$ cat config.mk
export PLATFORM = sky130hd
export DESIGN_NAME = irq_gate_ctrl
export DESIGN_NICKNAME = d
export VERILOG_FILES = /design/src/rtl/irq_gate_pkg.sv /design/src/rtl/irq_gw_cell.sv /design/src/rtl/irq_prio_arb.sv /design/src/rtl/irq_gate_ctrl.sv
export SDC_FILE = /design/constraint.sdc
export NUM_CORES = 1
export LEC_CHECK = 0
export ABC_AREA = 1
export BUFFER_PORTS_ARGS = -buffer_cell sky130_fd_sc_hd__buf_2
export CORE_MARGIN = 1
export CORE_UTILIZATION = 57
export CTS_BUF_LIST = sky130_fd_sc_hd__clkbuf_16
export CTS_CLUSTER_DIAMETER = 120
export DETAILED_ROUTE_END_ITERATION = 8
export PLACE_DENSITY_LB_ADDON = 0.12
export SYNTH_ARGS = -nofsm -noshare
export SYNTH_HDL_FRONTEND = slang
export SYNTH_SLANG_ARGS = --single-unit
$ cat constraint.sdc
create_clock -name clk_i -period 13.4 [get_ports clk_i]
set_clock_uncertainty 0.2 [all_clocks]
set_input_delay 1.34 -clock clk_i [delete_from_list [all_inputs] [get_ports clk_i]]
set_output_delay 1.34 -clock clk_i [all_outputs]
set_load 0.03 [all_outputs]
$ cat src/rtl/irq_gate_pkg.sv
package irq_gate_pkg;
  typedef enum logic [1:0] {
    GW_READY   = 2'd0,
    GW_PEND    = 2'd1,
    GW_CLAIMED = 2'd2
  } gw_state_e;
endpackage

$ cat src/rtl/irq_gw_cell.sv
module irq_gw_cell
  import irq_gate_pkg::*;
(
  input  logic clk_i,
  input  logic rst_ni,
  input  logic src_i,
  input  logic claim_hit_i,
  input  logic complete_hit_i,
  output logic pend_o
);
  gw_state_e state_q, state_d;

  always_comb begin
    state_d = state_q;
    unique case (state_q)
      GW_READY:   if (src_i) state_d = GW_PEND;
      GW_PEND:    if (claim_hit_i) state_d = GW_CLAIMED;
      GW_CLAIMED: if (complete_hit_i) state_d = src_i ? GW_PEND : GW_READY;
      default:    state_d = GW_READY;
    endcase
  end

  always_ff @(posedge clk_i or negedge rst_ni) begin
    if (!rst_ni) state_q <= GW_READY;
    else         state_q <= state_d;
  end

  assign pend_o = (state_q == GW_PEND);

  p_pend_hold_r3: assert property (@(posedge clk_i) disable iff (!rst_ni)
    (state_q == GW_PEND && !claim_hit_i) |=> (state_q == GW_PEND));
  p_claim_block_r5: assert property (@(posedge clk_i) disable iff (!rst_ni)
    (state_q == GW_CLAIMED && !complete_hit_i) |=> (state_q == GW_CLAIMED));
  p_rearm_level_r6: assert property (@(posedge clk_i) disable iff (!rst_ni)
    (state_q == GW_CLAIMED && complete_hit_i && src_i) |=> (state_q == GW_PEND));
  p_take_r2: assert property (@(posedge clk_i) disable iff (!rst_ni)
    (state_q == GW_READY && src_i) |=> (state_q == GW_PEND));
endmodule

$ cat src/rtl/irq_prio_arb.sv
module irq_prio_arb #(
  parameter int NUM_SRC = 8,
  parameter int PRIO_W  = 3,
  localparam int ID_W   = $clog2(NUM_SRC + 1)
) (
  input  logic [NUM_SRC-1:0]        elig_i,
  input  logic [NUM_SRC*PRIO_W-1:0] prio_i,
  output logic [ID_W-1:0]           best_id_o,
  output logic [PRIO_W-1:0]         best_prio_o
);
  // Scan from the top id down so an equal priority lets the lower id win.
  always_comb begin
    best_id_o   = '0;
    best_prio_o = '0;
    for (int i = NUM_SRC - 1; i >= 0; i--) begin
      if (elig_i[i] && prio_i[i*PRIO_W +: PRIO_W] != '0 &&
          prio_i[i*PRIO_W +: PRIO_W] >= best_prio_o) begin
        best_prio_o = prio_i[i*PRIO_W +: PRIO_W];
        best_id_o   = ID_W'(i + 1);
      end
    end
  end
endmodule

$ cat src/rtl/irq_gate_ctrl.sv
module irq_gate_ctrl
  import irq_gate_pkg::*;
#(
  parameter int NUM_SRC = 8,
  parameter int PRIO_W  = 3,
  localparam int ID_W   = $clog2(NUM_SRC + 1)
) (
  input  logic                      clk_i,
  input  logic                      rst_ni,
  input  logic [NUM_SRC-1:0]        src_i,
  input  logic [NUM_SRC*PRIO_W-1:0] prio_i,
  input  logic [NUM_SRC-1:0]        en_i,
  input  logic [PRIO_W-1:0]         thresh_i,
  input  logic                      claim_i,
  output logic [ID_W-1:0]           claim_id_o,
  input  logic                      complete_i,
  input  logic [ID_W-1:0]           complete_id_i,
  output logic                      irq_o
);
  logic [NUM_SRC-1:0] pend;
  logic [NUM_SRC-1:0] elig;
  logic [PRIO_W-1:0]  best_prio;

  for (genvar k = 0; k < NUM_SRC; k++) begin : g_gw
    localparam logic [ID_W-1:0] MyId = ID_W'(k + 1);
    logic claim_hit, complete_hit;
    assign claim_hit    = claim_i && (claim_id_o == MyId);
    assign complete_hit = complete_i && (complete_id_i == MyId);
    irq_gw_cell i_cell (
      .clk_i          (clk_i),
      .rst_ni         (rst_ni),
      .src_i          (src_i[k]),
      .claim_hit_i    (claim_hit),
      .complete_hit_i (complete_hit),
      .pend_o         (pend[k])
    );
  end

  assign elig = pend & en_i;

  irq_prio_arb #(.NUM_SRC(NUM_SRC), .PRIO_W(PRIO_W)) i_arb (
    .elig_i      (elig),
    .prio_i      (prio_i),
    .best_id_o   (claim_id_o),
    .best_prio_o (best_prio)
  );

  assign irq_o = (best_prio > thresh_i);

  p_irq_has_id_r9: assert property (@(posedge clk_i) disable iff (!rst_ni)
    irq_o |-> (claim_id_o != '0));
  p_empty_claim_r8: assert property (@(posedge clk_i) disable iff (!rst_ni)
    (claim_i && claim_id_o == '0 && !complete_i && src_i == '0) |=> $stable(pend));
  p_claim_clears_r5: assert property (@(posedge clk_i) disable iff (!rst_ni)
    (claim_i && claim_id_o != '0) |=> !pend[$past(claim_id_o) - 1'b1]);
  p_id_eligible_r4: assert property (@(posedge clk_i) disable iff (!rst_ni)
    (claim_id_o != '0) |-> elig[claim_id_o - 1'b1]);
endmodule

# ---- Word-level counts from Yosys, hierarchy flattened
# Cells that the tools add are included.
dict set report word_totals {
  regBits 16
  wordCells 186
  in_bits 51
  output_inout_bits 5
}
dict set report classes {
  n_lt_le_gt_ge 9
  bitwise_logic 1
  reduce_logical 56
  n_eq_ne 56
  n_mux 56
}
# op n
set op_table {}
lappend op_table {{$mux W2} 24}
lappend op_table {{$ne A2 B2 Y1 const B} 24}
lappend op_table {{$pmux W2 S3} 8}
lappend op_table {{$eq A4 B3 Y1 const B} 8}
lappend op_table {{$logic_and A1 B1 Y1} 32}
lappend op_table {{$mux W4} 8}
lappend op_table {{$mux W3} 8}
lappend op_table {{$reduce_and A3 Y1} 8}
lappend op_table {{$reduce_bool A3 Y1} 8}
lappend op_table {{$ge A3 B3 Y1} 7}
lappend op_table {{$eq A2 B1 Y1 const B} 8}
lappend op_table {{$eq A2 B2 Y1 const B} 8}
lappend op_table {{$eq A4 B2 Y1 const B} 4}
lappend op_table {{$logic_not A2 Y1} 8}
lappend op_table {{$and A8 B8 Y8} 1}
lappend op_table {{$eq A4 B1 Y1 const B} 2}
lappend op_table {{$eq A4 B4 Y1 const B} 2}
lappend op_table {{$mux W1} 8}
lappend op_table {{$ge A3 B1 Y1 const B} 1}
lappend op_table {{$gt A3 B3 Y1} 1}

# ---- Logic depth before layout (Yosys ltp)
# Gate-level depths: netlist of the first run.
dict set report depth {
  word_depth 30
  mapped_depth 65
}

# ---- Hierarchy
# A second synthesis of the first run with hierarchy kept.
dict set report unflattened {
  cells_unflattened 361
  hier_area_um2 2140.8
}
# mod area_each_um2 cells_each n_inst seq_area_each_um2
set modules_own_cells {}
lappend modules_own_cells {irq_prio_arb 997.2 172 1 0.0}
lappend modules_own_cells {irq_gw_cell 105.1 15 8 50.0}
lappend modules_own_cells {irq_gate_ctrl 302.8 69 1 0.0}

# ---- Least setup slack after synthesis of the first run
# Ideal clock, no wire load.
dict set report synth_timing {
  path_kind {input-to-output}
  from {in en_i[7]}
  to {out irq_o}
  path_buffers 0
  arrival_ps 8618
  slack_ps 3242
  cell_stages 55
  t_required_ps 11860
  cell_sequence {inv_1 nor2_1 nand2_1 nor2_1 ha_1 inv_1 nand2_1 nand2_1 nand2_1 nand2_2 nand2_1 nand2_1 ha_1 a21oi_1 nand3_1 nand2_2 nand2_1 o21ai_0 (+19 left out) nand2_8 o21ai_1 ha_1 nand2_1 o211ai_1 nand4_1 nand2_1 o21ai_1 ha_1 a21oi_1 o211ai_1 nand2_1 inv_1 nand2_1 o21ai_1 ha_1 nand3b_1 a32oi_1}
}
dict set report synth_via {
  elab_chain_cells 26
}
# item line_no
set synth_rtl {}
lappend synth_rtl {{from (decl)} irq_gate_ctrl.sv:12} ;# input logic [NUM_SRC-1:0] en_i,
lappend synth_rtl {{$and A8 B8 Y8 (*)} irq_gate_ctrl.sv:39} ;# assign elig = pend & en_i;
lappend synth_rtl {{$logic_and A1 B1 Y1 (*) (2 in series)} irq_prio_arb.sv:16} ;# if (elig_i[i] && prio_i[i*PRIO_W +: PRIO_W] != '0 &&
lappend synth_rtl {{$mux W3 (*)} irq_prio_arb.sv:16}
lappend synth_rtl {{$ge A3 B3 Y1} irq_prio_arb.sv:17} ;# prio_i[i*PRIO_W +: PRIO_W] >= best_prio_o) begin
lappend synth_rtl {{$logic_and A1 B1 Y1} irq_prio_arb.sv:16}
lappend synth_rtl {{$mux W3 (*)} irq_prio_arb.sv:16}
lappend synth_rtl {{$ge A3 B3 Y1} irq_prio_arb.sv:17}
lappend synth_rtl {{$logic_and A1 B1 Y1} irq_prio_arb.sv:16}
lappend synth_rtl {{(+9 left out)} -}
lappend synth_rtl {{$mux W3 (*)} irq_prio_arb.sv:16}
lappend synth_rtl {{$ge A3 B3 Y1} irq_prio_arb.sv:17}
lappend synth_rtl {{$logic_and A1 B1 Y1} irq_prio_arb.sv:16}
lappend synth_rtl {{$mux W3 (*)} irq_prio_arb.sv:16}
lappend synth_rtl {{$ge A3 B3 Y1} irq_prio_arb.sv:17}
lappend synth_rtl {{$logic_and A1 B1 Y1} irq_prio_arb.sv:16}
lappend synth_rtl {{$mux W3 (*)} irq_prio_arb.sv:16}
lappend synth_rtl {{$gt A3 B3 Y1 (*)} irq_gate_ctrl.sv:48} ;# assign irq_o = (best_prio > thresh_i);
lappend synth_rtl {{to (decl)} irq_gate_ctrl.sv:18} ;# output logic irq_o
# Every way passes the cells marked *; elsewhere a longest branch is shown, timed or not.

# ---- Worst setup path in the final report of the first run
# Same ends and word-level chain as after synthesis.

==> results_dict.tcl, run 1 <==
set metrics [dict create \
    timing.rr.start "g_gw[7].i_cell.state_q[1]" \
    grt_max_degree 17 \
    drv_slew 0 \
    reg2reg_slack_ns 4.84 \
    wire_per_inst_um 10.6 \
    finalHoldViolations 0 \
    fin_crit_ns 10.94 \
    hold_path_depth 1 \
    num_antenna_cells 0 \
    die_area_mm2 0.00371 \
    area_growth_pct 20.6 \
    setup_viol 0 \
    largest-register "g_gw.i_cell.state_q" \
    drtAntennaViolNets 0 \
    yosys_warnings 0 \
    grt_pass1_wl_mm 7.13 \
    dr_total_vias 2055 \
    overflow 0 \
    cts_buffers 3 \
    start_util_pct 59.4 \
    worstReg2RegEnd "g_gw[2].i_cell.state_q[0]" \
    io_pins 56 \
    layout-drive-gt1-share_pct 28.1 \
    fill_cells 316 \
    p_leak_nw 1.38 \
    max_freq_mhz 91.4 \
    largest_register_ffs 16 \
    drv_cap 0 \
    crit_fanout 10 \
    layout_commonest_cell "nand2_1" \
    die_x_um 60.9 \
    cp-end-kind "output pin" \
    dr.pass1.iters 4 \
    startpoint_type "primary input" \
    viasPerCell 5.07 \
    power.density_mw_per_mm2 235 \
    clk_pin_slew_ns 0.04 \
    drt_wl_total_mm 4.30 \
    reg_top3 "g_gw.i_cell.state_q: 16 flops" \
    syn_inst 301 \
    crit_path_frequent_cell "nand2_1" \
    syn_nets 371 \
    crit_arrival_ns 9.40 \
    h-tree-depth 1 \
    rsz0062_at_grt "no" \
    syn_area_per_cell_um2 6.58 \
    gp_congestion 0.782 \
    rows 21 \
    ctsHoldBuffers 0 \
    die_h_um 60.9 \
    seq_area_frac_synth_pct 20.2 \
    relSlewSlack_pct 69.9 \
    path_class "in2out" \
    syn-cell-area_mm2 0.00198 \
    synth_seq_cells 16 \
    hold_path.class "reg2reg" \
    cts_sinks 16 \
    tns_ns 0 \
    clockRootBuffer "clkbuf_16" \
    grtUsageTotal_pct 25.3 \
    post-route-drc-count 0 \
    fin_util_pct 71.6 \
    critPathMaxStageDelay_ns 0.39 \
    finalCritPeriodShare_pct 81.6 \
    cts_resized 0 \
    layout_setup_ws_ns 2.46 \
    dpl.hpwl_mm 3.65 \
    cp_slowest_cell "nand4_1" \
    grt_antenna_before_repair 0 \
    clk_latency_ns 0.24 \
    status "complete, no violations" \
    ir_drop_uv 115 \
    drtIter0Drc 69 \
    post-place-ws_ns 2.43 \
    hold_end "g_gw[1].i_cell.state_q[1]" \
    reg2regPathDepth 58 \
    cts_tree "done" \
    power.total_w 0.000561 \
    final_cell_mix "nand2_1, inv_1, buf_2" \
    grt_pass1_vias 1828 \
    worst_ep_required_time_ns 11.86 \
    cts.path.max_buffers 2 \
    postCtsSetupRepairBufs 0 \
    core_area_mm2 0.00334 \
    fin_nets 431 \
    port_buffers 55 \
    worst_pin_slew_ns 0.450 \
    synth.distinct_cells 32 \
    hp-start "g_gw[1].i_cell.state_q[0]" \
]
power breakdown:
group	internal, W	total (W)	switching, W
logic	0.000152	0.000421	0.000268
registers	0.0000693	0.0000846	0.0000153
clock network	0.0000390	0.0000560	0.0000170
total	0.000261	0.000561	0.000301
Yosys cell counts, drive strengths merged:
library cell / count / area (um2)
inv: 61 / 229
nor2: 27 / 124
a21oi: 10 / 50.1
o21ai: 18 / 101
dfrtp: 16 / 400
ha: 19 / 238
nand3b: 2 / 15.0
o22ai: 1 / 6.26
or3: 1 / 6.26
o211ai: 5 / 37.5
o21a: 2 / 15.0
nand2: 85 / 398
o31ai: 5 / 37.5
a32oi: 1 / 8.76
a31oi: 3 / 18.8
and2: 1 / 8.76
nor4: 1 / 6.26
and3: 1 / 6.26
nor3: 8 / 40.0
nand4: 3 / 18.8
o21bai: 1 / 7.51
nand3: 30 / 208
per-stage QoR:
stage,std cells,hold WS (ns),instance area [um2]
final,405,0.261,2390
after global routing,405,0.270,2390
after CTS,405,0.263,2390
after detailed placement,402,0.255,2310
after global placement,402,0.250,2310
after floorplan,301,0.233,1980
critical path: cells and delay by family:
kind / cells / cell delay [ns]
simple gates: 28 / 2.94
fa+ha+maj: 8 / 2.27
buf+inv: 8 / 0.72
compound gates: 14 / 2.13
kinds of logic after synthesis:
logic type	Yosys count	synth area share [%]
simple gates	159	41.9
buf+inv	61	11.6
compound gates	46	14.3
fa+ha+maj	19	12.0
flops	16	20.2
cell type report:
type	instances	area (um2)	share of cell area [%]
Inverter	61	229	9.59
Multi-Input combinational cell	224	1350	56.6
Tap cell	46	57.6	2.41
Timing Repair Buffer	55	275	11.5
Clock buffer	3	75.1	3.14
Sequential cell	16	400	16.8
worst max path at each step:
stage                     slack (ns)  cells past startpoint    start  endpoint
after floorplan                 3.24                     55  en_i[7]     irq_o
after global placement          2.65                     58  en_i[7]     irq_o
after detailed placement        2.43                     58  en_i[7]     irq_o
after CTS                       2.43                     58  en_i[7]     irq_o
after global routing            1.58                     58  en_i[7]     irq_o
final                           2.46                     58  en_i[7]     irq_o
metal layers:
metal / GRT usage, % / vias up / wire length [um]
li1: - / 1108 / -
met1: 31.5 / 895 / 2010
met2: 46.6 / 47 / 2090
met3: 2.77 / 5 / 158
met4: 6.17 / 0 / 42
met5: 0 / - / 0
No activity file was read; power rests on OpenSTA's default activity.
==> run 2, diff against run 1 <==
Settings changed: ABC_AREA 1 to 0, CORE_UTILIZATION 57 to 48.
Clock period 13.4 ns to 9.9 ns, I/O delays scaled along.
==> results_dict.tcl, run 2 <==
set metrics [dict create \
    violations "negative setup slack" \
    layout-drive-gt1-share_pct 52.0 \
    crit_fanout 7 \
    io_pins 56 \
    tns_ns -5.49 \
    gp_congestion 0.871 \
    area_growth_pct 64.0 \
    power.density_mw_per_mm2 316 \
    largest_register_ffs 16 \
    finalCritPeriodShare_pct 113 \
    cts_sinks 16 \
    dr_total_vias 2467 \
    dr.pass1.iters 4 \
    syn_area_per_cell_um2 7.87 \
    status "complete, but fails checks" \
    clk_latency_ns 0.25 \
    cts_buffers 3 \
    seq_area_frac_synth_pct 19.8 \
    final_cell_mix "buf_4, buf_2, nand2_1" \
    h-tree-depth 1 \
    synthTopCellsByCount "nand2_1, inv_1, nor2_1, ha_1, dfrtp_1" \
    drtIter0Drc 133 \
    fill_cells 250 \
    critPathMaxStageDelay_ns 0.33 \
    synth.area.top_cells "dfrtp_1, ha_1, nand2_1" \
    grt_antenna_before_repair 0 \
    startpoint_type "primary input" \
    seq_area_um2 400 \
    final_cell_area_mm2 0.00332 \
    setup_viol 7 \
    drt_wl_total_mm 6.54 \
    start_util_pct 50.2 \
    port_buffers 55 \
    cts.path.max_buffers 2 \
    hold-worst-slack_ns 0.271 \
    dpl.hpwl_mm 4.58 \
    overflow 0 \
    fin_crit_ns 11.16 \
    cp-end-kind "output pin" \
    synth_ff_type "dfrtp_1" \
    crit_path_frequent_cell "ha_1" \
    pwr-share-seq_pct 10.5 \
    p_leak_nw 1.59 \
    synth.distinct_cells 66 \
    layout_commonest_cell "buf_4" \
    grt_pass1_vias 2222 \
    fin_nets 454 \
    largest-register "g_gw.i_cell.state_q" \
    syn-cell-area_mm2 0.00202 \
    grt_pass1_wl_mm 9.12 \
    drv_cap 0 \
    synth_most_common_cell "nand2_1" \
    synth_edf_count 0 \
    wire_per_inst_um 15.1 \
    switching_share_pct 43.5 \
    worst_ep_required_time_ns 8.71 \
    layout_setup_ws_ns -1.26 \
    crit_arrival_ns 9.97 \
    dpl_cell_area_mm2 0.00290 \
    worst_pin_slew_ns 0.497 \
    hold_path_depth 1 \
    post-place-ws_ns -1.28 \
    die_x_um 66.9 \
    pwr-share-comb_pct 82.0 \
    ctsHoldBuffers 0 \
    synth_seq_cells 16 \
    syn_inst 257 \
    grtUsageTotal_pct 26.3 \
    synthDominantCellAreaShare_pct 19.8 \
    core_area_mm2 0.00403 \
    reg2regPathDepth 53 \
    clockRootBuffer "clkbuf_16" \
    p_clk_share_pct 7.5 \
    synthArstFlopShare_pct 100 \
    fin_util_pct 82.3 \
    syn_nets 327 \
    path_class "in2out" \
    clk_pin_slew_ns 0.05 \
    reg_top3 "g_gw.i_cell.state_q: 16 flops" \
    die_area_mm2 0.00448 \
    intPower_w 0.000591 \
    die_h_um 66.9 \
    yosys_warnings 0 \
    cts_tree "done" \
    multi_input_area_mm2 0.00182 \
    num_antenna_cells 0 \
    hold_path.class "reg2reg" \
    ir_drop_uv 231 \
    rows 23 \
    rsz0062_at_grt "yes" \
    grt_max_degree 17 \
    max_freq_mhz 89.6 \
    post-route-drc-count 0 \
    cp_slowest_cell "ha_1" \
    drtAntennaViolNets 0 \
    finalHoldViolations 0 \
    p_switching_w 0.000455 \
    relSlewSlack_pct 66.5 \
    viasPerCell 5.70 \
    yosysTopAreaCell "dfrtp_1" \
    drv_slew 0 \
]
[run 2: changes by cell type in the layout (fill, tap and decap cells not counted), sizes merged, moves of 6 or more]
cell / delta
inv: -40
nand2: -54
nand3: -26
nor2: -7
o21a: +8
nand2b: +6
buf: +71
nor2b: +6
[run 2: area by class of cell]
cell class	count	share of cell area, %
clock buffer	3	2.26
clock inverter	1	0.113
inverter	21	2.38
multi-input combinational	216	54.9
sequential	16	12.1
tap	50	1.89
timing repair buffer	126	26.4
[run 2: timing repair]
action,in CTS,in global routing
buffers inserted,8,12
gates resized for setup,27,24
endpoints found under the setup margin,8,18
pin swaps,7,8
cloned,0,0
[run 2: final timing paths]
path,startpoint,to,slack [ns]
worst max-delay path,en_i[7],irq_o,-1.26
worst min-delay path,g_gw[5].i_cell.state_q[0],g_gw[5].i_cell.state_q[0],0.27
worst max register to register,g_gw[7].i_cell.state_q[1],g_gw[6].i_cell.state_q[0],0.33
worst min register to register,g_gw[5].i_cell.state_q[0],g_gw[5].i_cell.state_q[0],0.27
max in group asynchronous,rst_ni,g_gw[0].i_cell.state_q[1],8.79
min in group asynchronous,rst_ni,g_gw[7].i_cell.state_q[1],0.45
[run 2: metal layers]
| layer | vias to the layer above | global-route usage [%] | share of wire, % |
|---|---|---|---|
| li1 | 1214 | - | - |
| met1 | 1138 | 33.1 | 42 |
| met2 | 95 | 47.3 | 50 |
| met3 | 20 | 2.05 | 5.4 |
| met4 | 0 | 7.45 | 2.5 |
| met5 | - | 0 | 0 |
[run 2: worst max-delay path: cells and delay by family]
kind / cells / cell delay (ns)
simple gates: 21 / 2.47
mux: 1 / 0.32
compound gates: 20 / 3.17
buf+inv: 4 / 0.48
fa+ha+maj: 9 / 2.54
[run 2: through the flow]
stage	cells	power (W)
finish	433	0.00105
global route	433	0.00111
CTS	422	0.000942
detailed placement	410	0.000777
global placement	410	0.000763
floorplan	257	0.000552
[run 2: logic make-up (layout without fill, tap and decap cells)]
kind of cell / count (synthesis) / in the layout / share of synthesized area [%]
multiplexers: 3 / 3 / 1.61
AND/OR/NAND/NOR: 101 / 101 / 26.2
AO/OA/AOI/OAI: 92 / 92 / 35.4
flip-flops: 16 / 16 / 19.8
adder cells (fa/ha/maj): 20 / 20 / 12.3
buffers and inverters: 25 / 151 / 4.70
[run 2: power by group through the flow]
stage / sequential (W) / clock [W] / combinational (W)
2_1_floorplan: 0.000103 / 0 / 0.000449
3_3_place_gp: 0.000108 / 0 / 0.000655
3_5_place_dp: 0.000109 / 0 / 0.000668
4_1_cts: 0.000109 / 0.0000785 / 0.000754
5_1_grt: 0.000112 / 0.0000805 / 0.000919
6_report: 0.000110 / 0.0000789 / 0.000858
==> run 3, diff against run 2 <==
Settings changed: CORE_UTILIZATION 48 to 53.
Clock period 9.9 ns to 10.71 ns, I/O delays scaled along.
==> results_dict.tcl, run 3 (same netlist as run 2, synthesis figures left out) <==
set metrics [dict create \
    die_h_um 63.8 \
    grt_antenna_before_repair 0 \
    drv_slew 0 \
    num_antenna_cells 0 \
    grtUsageTotal_pct 31.8 \
    violations "negative setup slack" \
    cts_sinks 16 \
    ctsHoldBuffers 0 \
    largest-register "g_gw.i_cell.state_q" \
    clk_pin_slew_ns 0.05 \
    wl_met1_mm 3.06 \
    viasPerCell 6.40 \
    setup_viol 5 \
    crit_fanout 8 \
    cp-end-kind "output pin" \
    cts_buffers 3 \
    layout_commonest_cell "buf_2" \
    crit_arrival_ns 10.34 \
    die_area_mm2 0.00407 \
    gp_congestion 0.885 \
    cp_slowest_cell "mux2_2" \
    clk_latency_ns 0.25 \
    final_cell_mix "buf_2, buf_4, nand2_1" \
    grt_pass1_vias 2296 \
    dr_total_vias 2681 \
    status "complete, but fails checks" \
    drtAntennaViolNets 0 \
    fill_cells 171 \
    overflow 0 \
    area_growth_pct 62.9 \
    dp.cells 395 \
    reg_top3 "g_gw.i_cell.state_q: 16 flops" \
    port_buffers 55 \
    clockRootBuffer "clkbuf_16" \
    power.density_mw_per_mm2 294 \
    rsz0062_at_grt "yes" \
    start_util_pct 55.2 \
    layout_setup_ws_ns -0.901 \
    io_pins 56 \
    dr.pass1.iters 5 \
    hold_path.class "reg2reg" \
    route.met2.wl_mm 3.98 \
    finalCritPeriodShare_pct 108 \
    worst_pin_slew_ns 0.518 \
    h-tree-depth 1 \
    critPathMaxStageDelay_ns 0.37 \
    drt_wl_total_mm 8.00 \
    ir_drop_uv 208 \
    drv_cap 0 \
    fin_crit_ns 11.61 \
    drtIter0Drc 160 \
    p_leak_nw 1.54 \
    wl_met3_um 553 \
    cts.path.max_buffers 2 \
    wire_per_inst_um 19.1 \
    relSlewSlack_pct 65.1 \
    dpl.hpwl_mm 4.37 \
    die_x_um 63.8 \
    final_cells 419 \
    rows 22 \
    fin_nets 443 \
    crit_path_frequent_cell "buf_6" \
    worst_ep_required_time_ns 9.44 \
    max_freq_mhz 86.1 \
    tns_ns -3.52 \
    path_class "in2out" \
    grt_max_degree 17 \
    final_cell_area_mm2 0.00329 \
    grt_pass1_wl_mm 10.3 \
    hold-worst-slack_ns 0.308 \
    layout-drive-gt1-share_pct 52.0 \
    finalHoldViolations 0 \
    dpl_cell_area_mm2 0.00272 \
    routed.top_layer "met4" \
    largest_register_ffs 16 \
    post-route-drc-count 0 \
    startpoint_type "primary input" \
    cts_tree "done" \
    core_area_mm2 0.00366 \
]
==> run 3: path summary, 6_finish.rpt <==
path,start,to,slack (ns),cells after the start
max in group asynchronous,rst_ni,g_gw[0].i_cell.state_q[1],9.51,1
min reg2reg,g_gw[5].i_cell.state_q[0],g_gw[5].i_cell.state_q[0],0.31,1
max reg2reg,g_gw[7].i_cell.state_q[1],g_gw[6].i_cell.state_q[0],0.64,52
min in group asynchronous,rst_ni,g_gw[6].i_cell.state_q[0],0.53,1
max,en_i[7],irq_o,-0.90,56
min,g_gw[5].i_cell.state_q[0],g_gw[5].i_cell.state_q[0],0.31,1
==> run 3: worst max-delay path, delay by kind of cell <==
family	cells	cell delay, ns
muxes	3	0.94
AOI/OAI and AO/OA	16	2.82
adders and majority gates	9	2.46
buffers and inverters	8	0.85
and+or+nand+nor	20	2.15
==> run 3: per-stage QoR <==
stage / util (%) / power, W / setup slack [ns]
6_report: 90.0 / 0.000968 / -0.901
5_1_grt: 90.0 / 0.00102 / -1.23
4_1_cts: 83.0 / 0.000810 / -0.426
3_5_place_dp: 74.2 / 0.000657 / -0.838
3_3_place_gp: 74.2 / 0.000640 / -0.564
2_1_floorplan: - / 0.000480 / -0.317
==> run 3: area by class of cell <==
cell class / count / area (um2) / area share [%]
multi-input combinational: 216 / 1880 / 57.1
timing repair buffer: 115 / 798 / 24.2
sequential: 16 / 400 / 12.2
inverter: 21 / 78.8 / 2.39
clock buffer: 3 / 75.1 / 2.28
tap: 48 / 60.1 / 1.82
==> run 3: routing by layer <==
| metal | GRT usage, % | vias to the layer above |
|---|---|---|
| met1 | 40.6 | 1269 |
| li1 | - | 1190 |
| met4 | 5.97 | 0 |
| met3 | 1.96 | 51 |
| met2 | 58.5 | 171 |
| met5 | 0 | - |
==> run 3: power breakdown <==
part	switching [W]	total (W)	leakage, nW	internal, W
clock	0.0000235	0.0000725	0.0370	0.0000491
sequential	0.0000225	0.000105	0.192	0.0000825
combinational	0.000396	0.000791	1.31	0.000395
total	0.000442	0.000968	1.54	0.000526
==> run 3: what timing repair did <==
| action | CTS | global route |
|---|---|---|
| pin swaps | 32 | 37 |
| setup endpoints to repair | 5 | 6 |
| setup buffers | 10 | 12 |
| gates resized for setup | 35 | 39 |
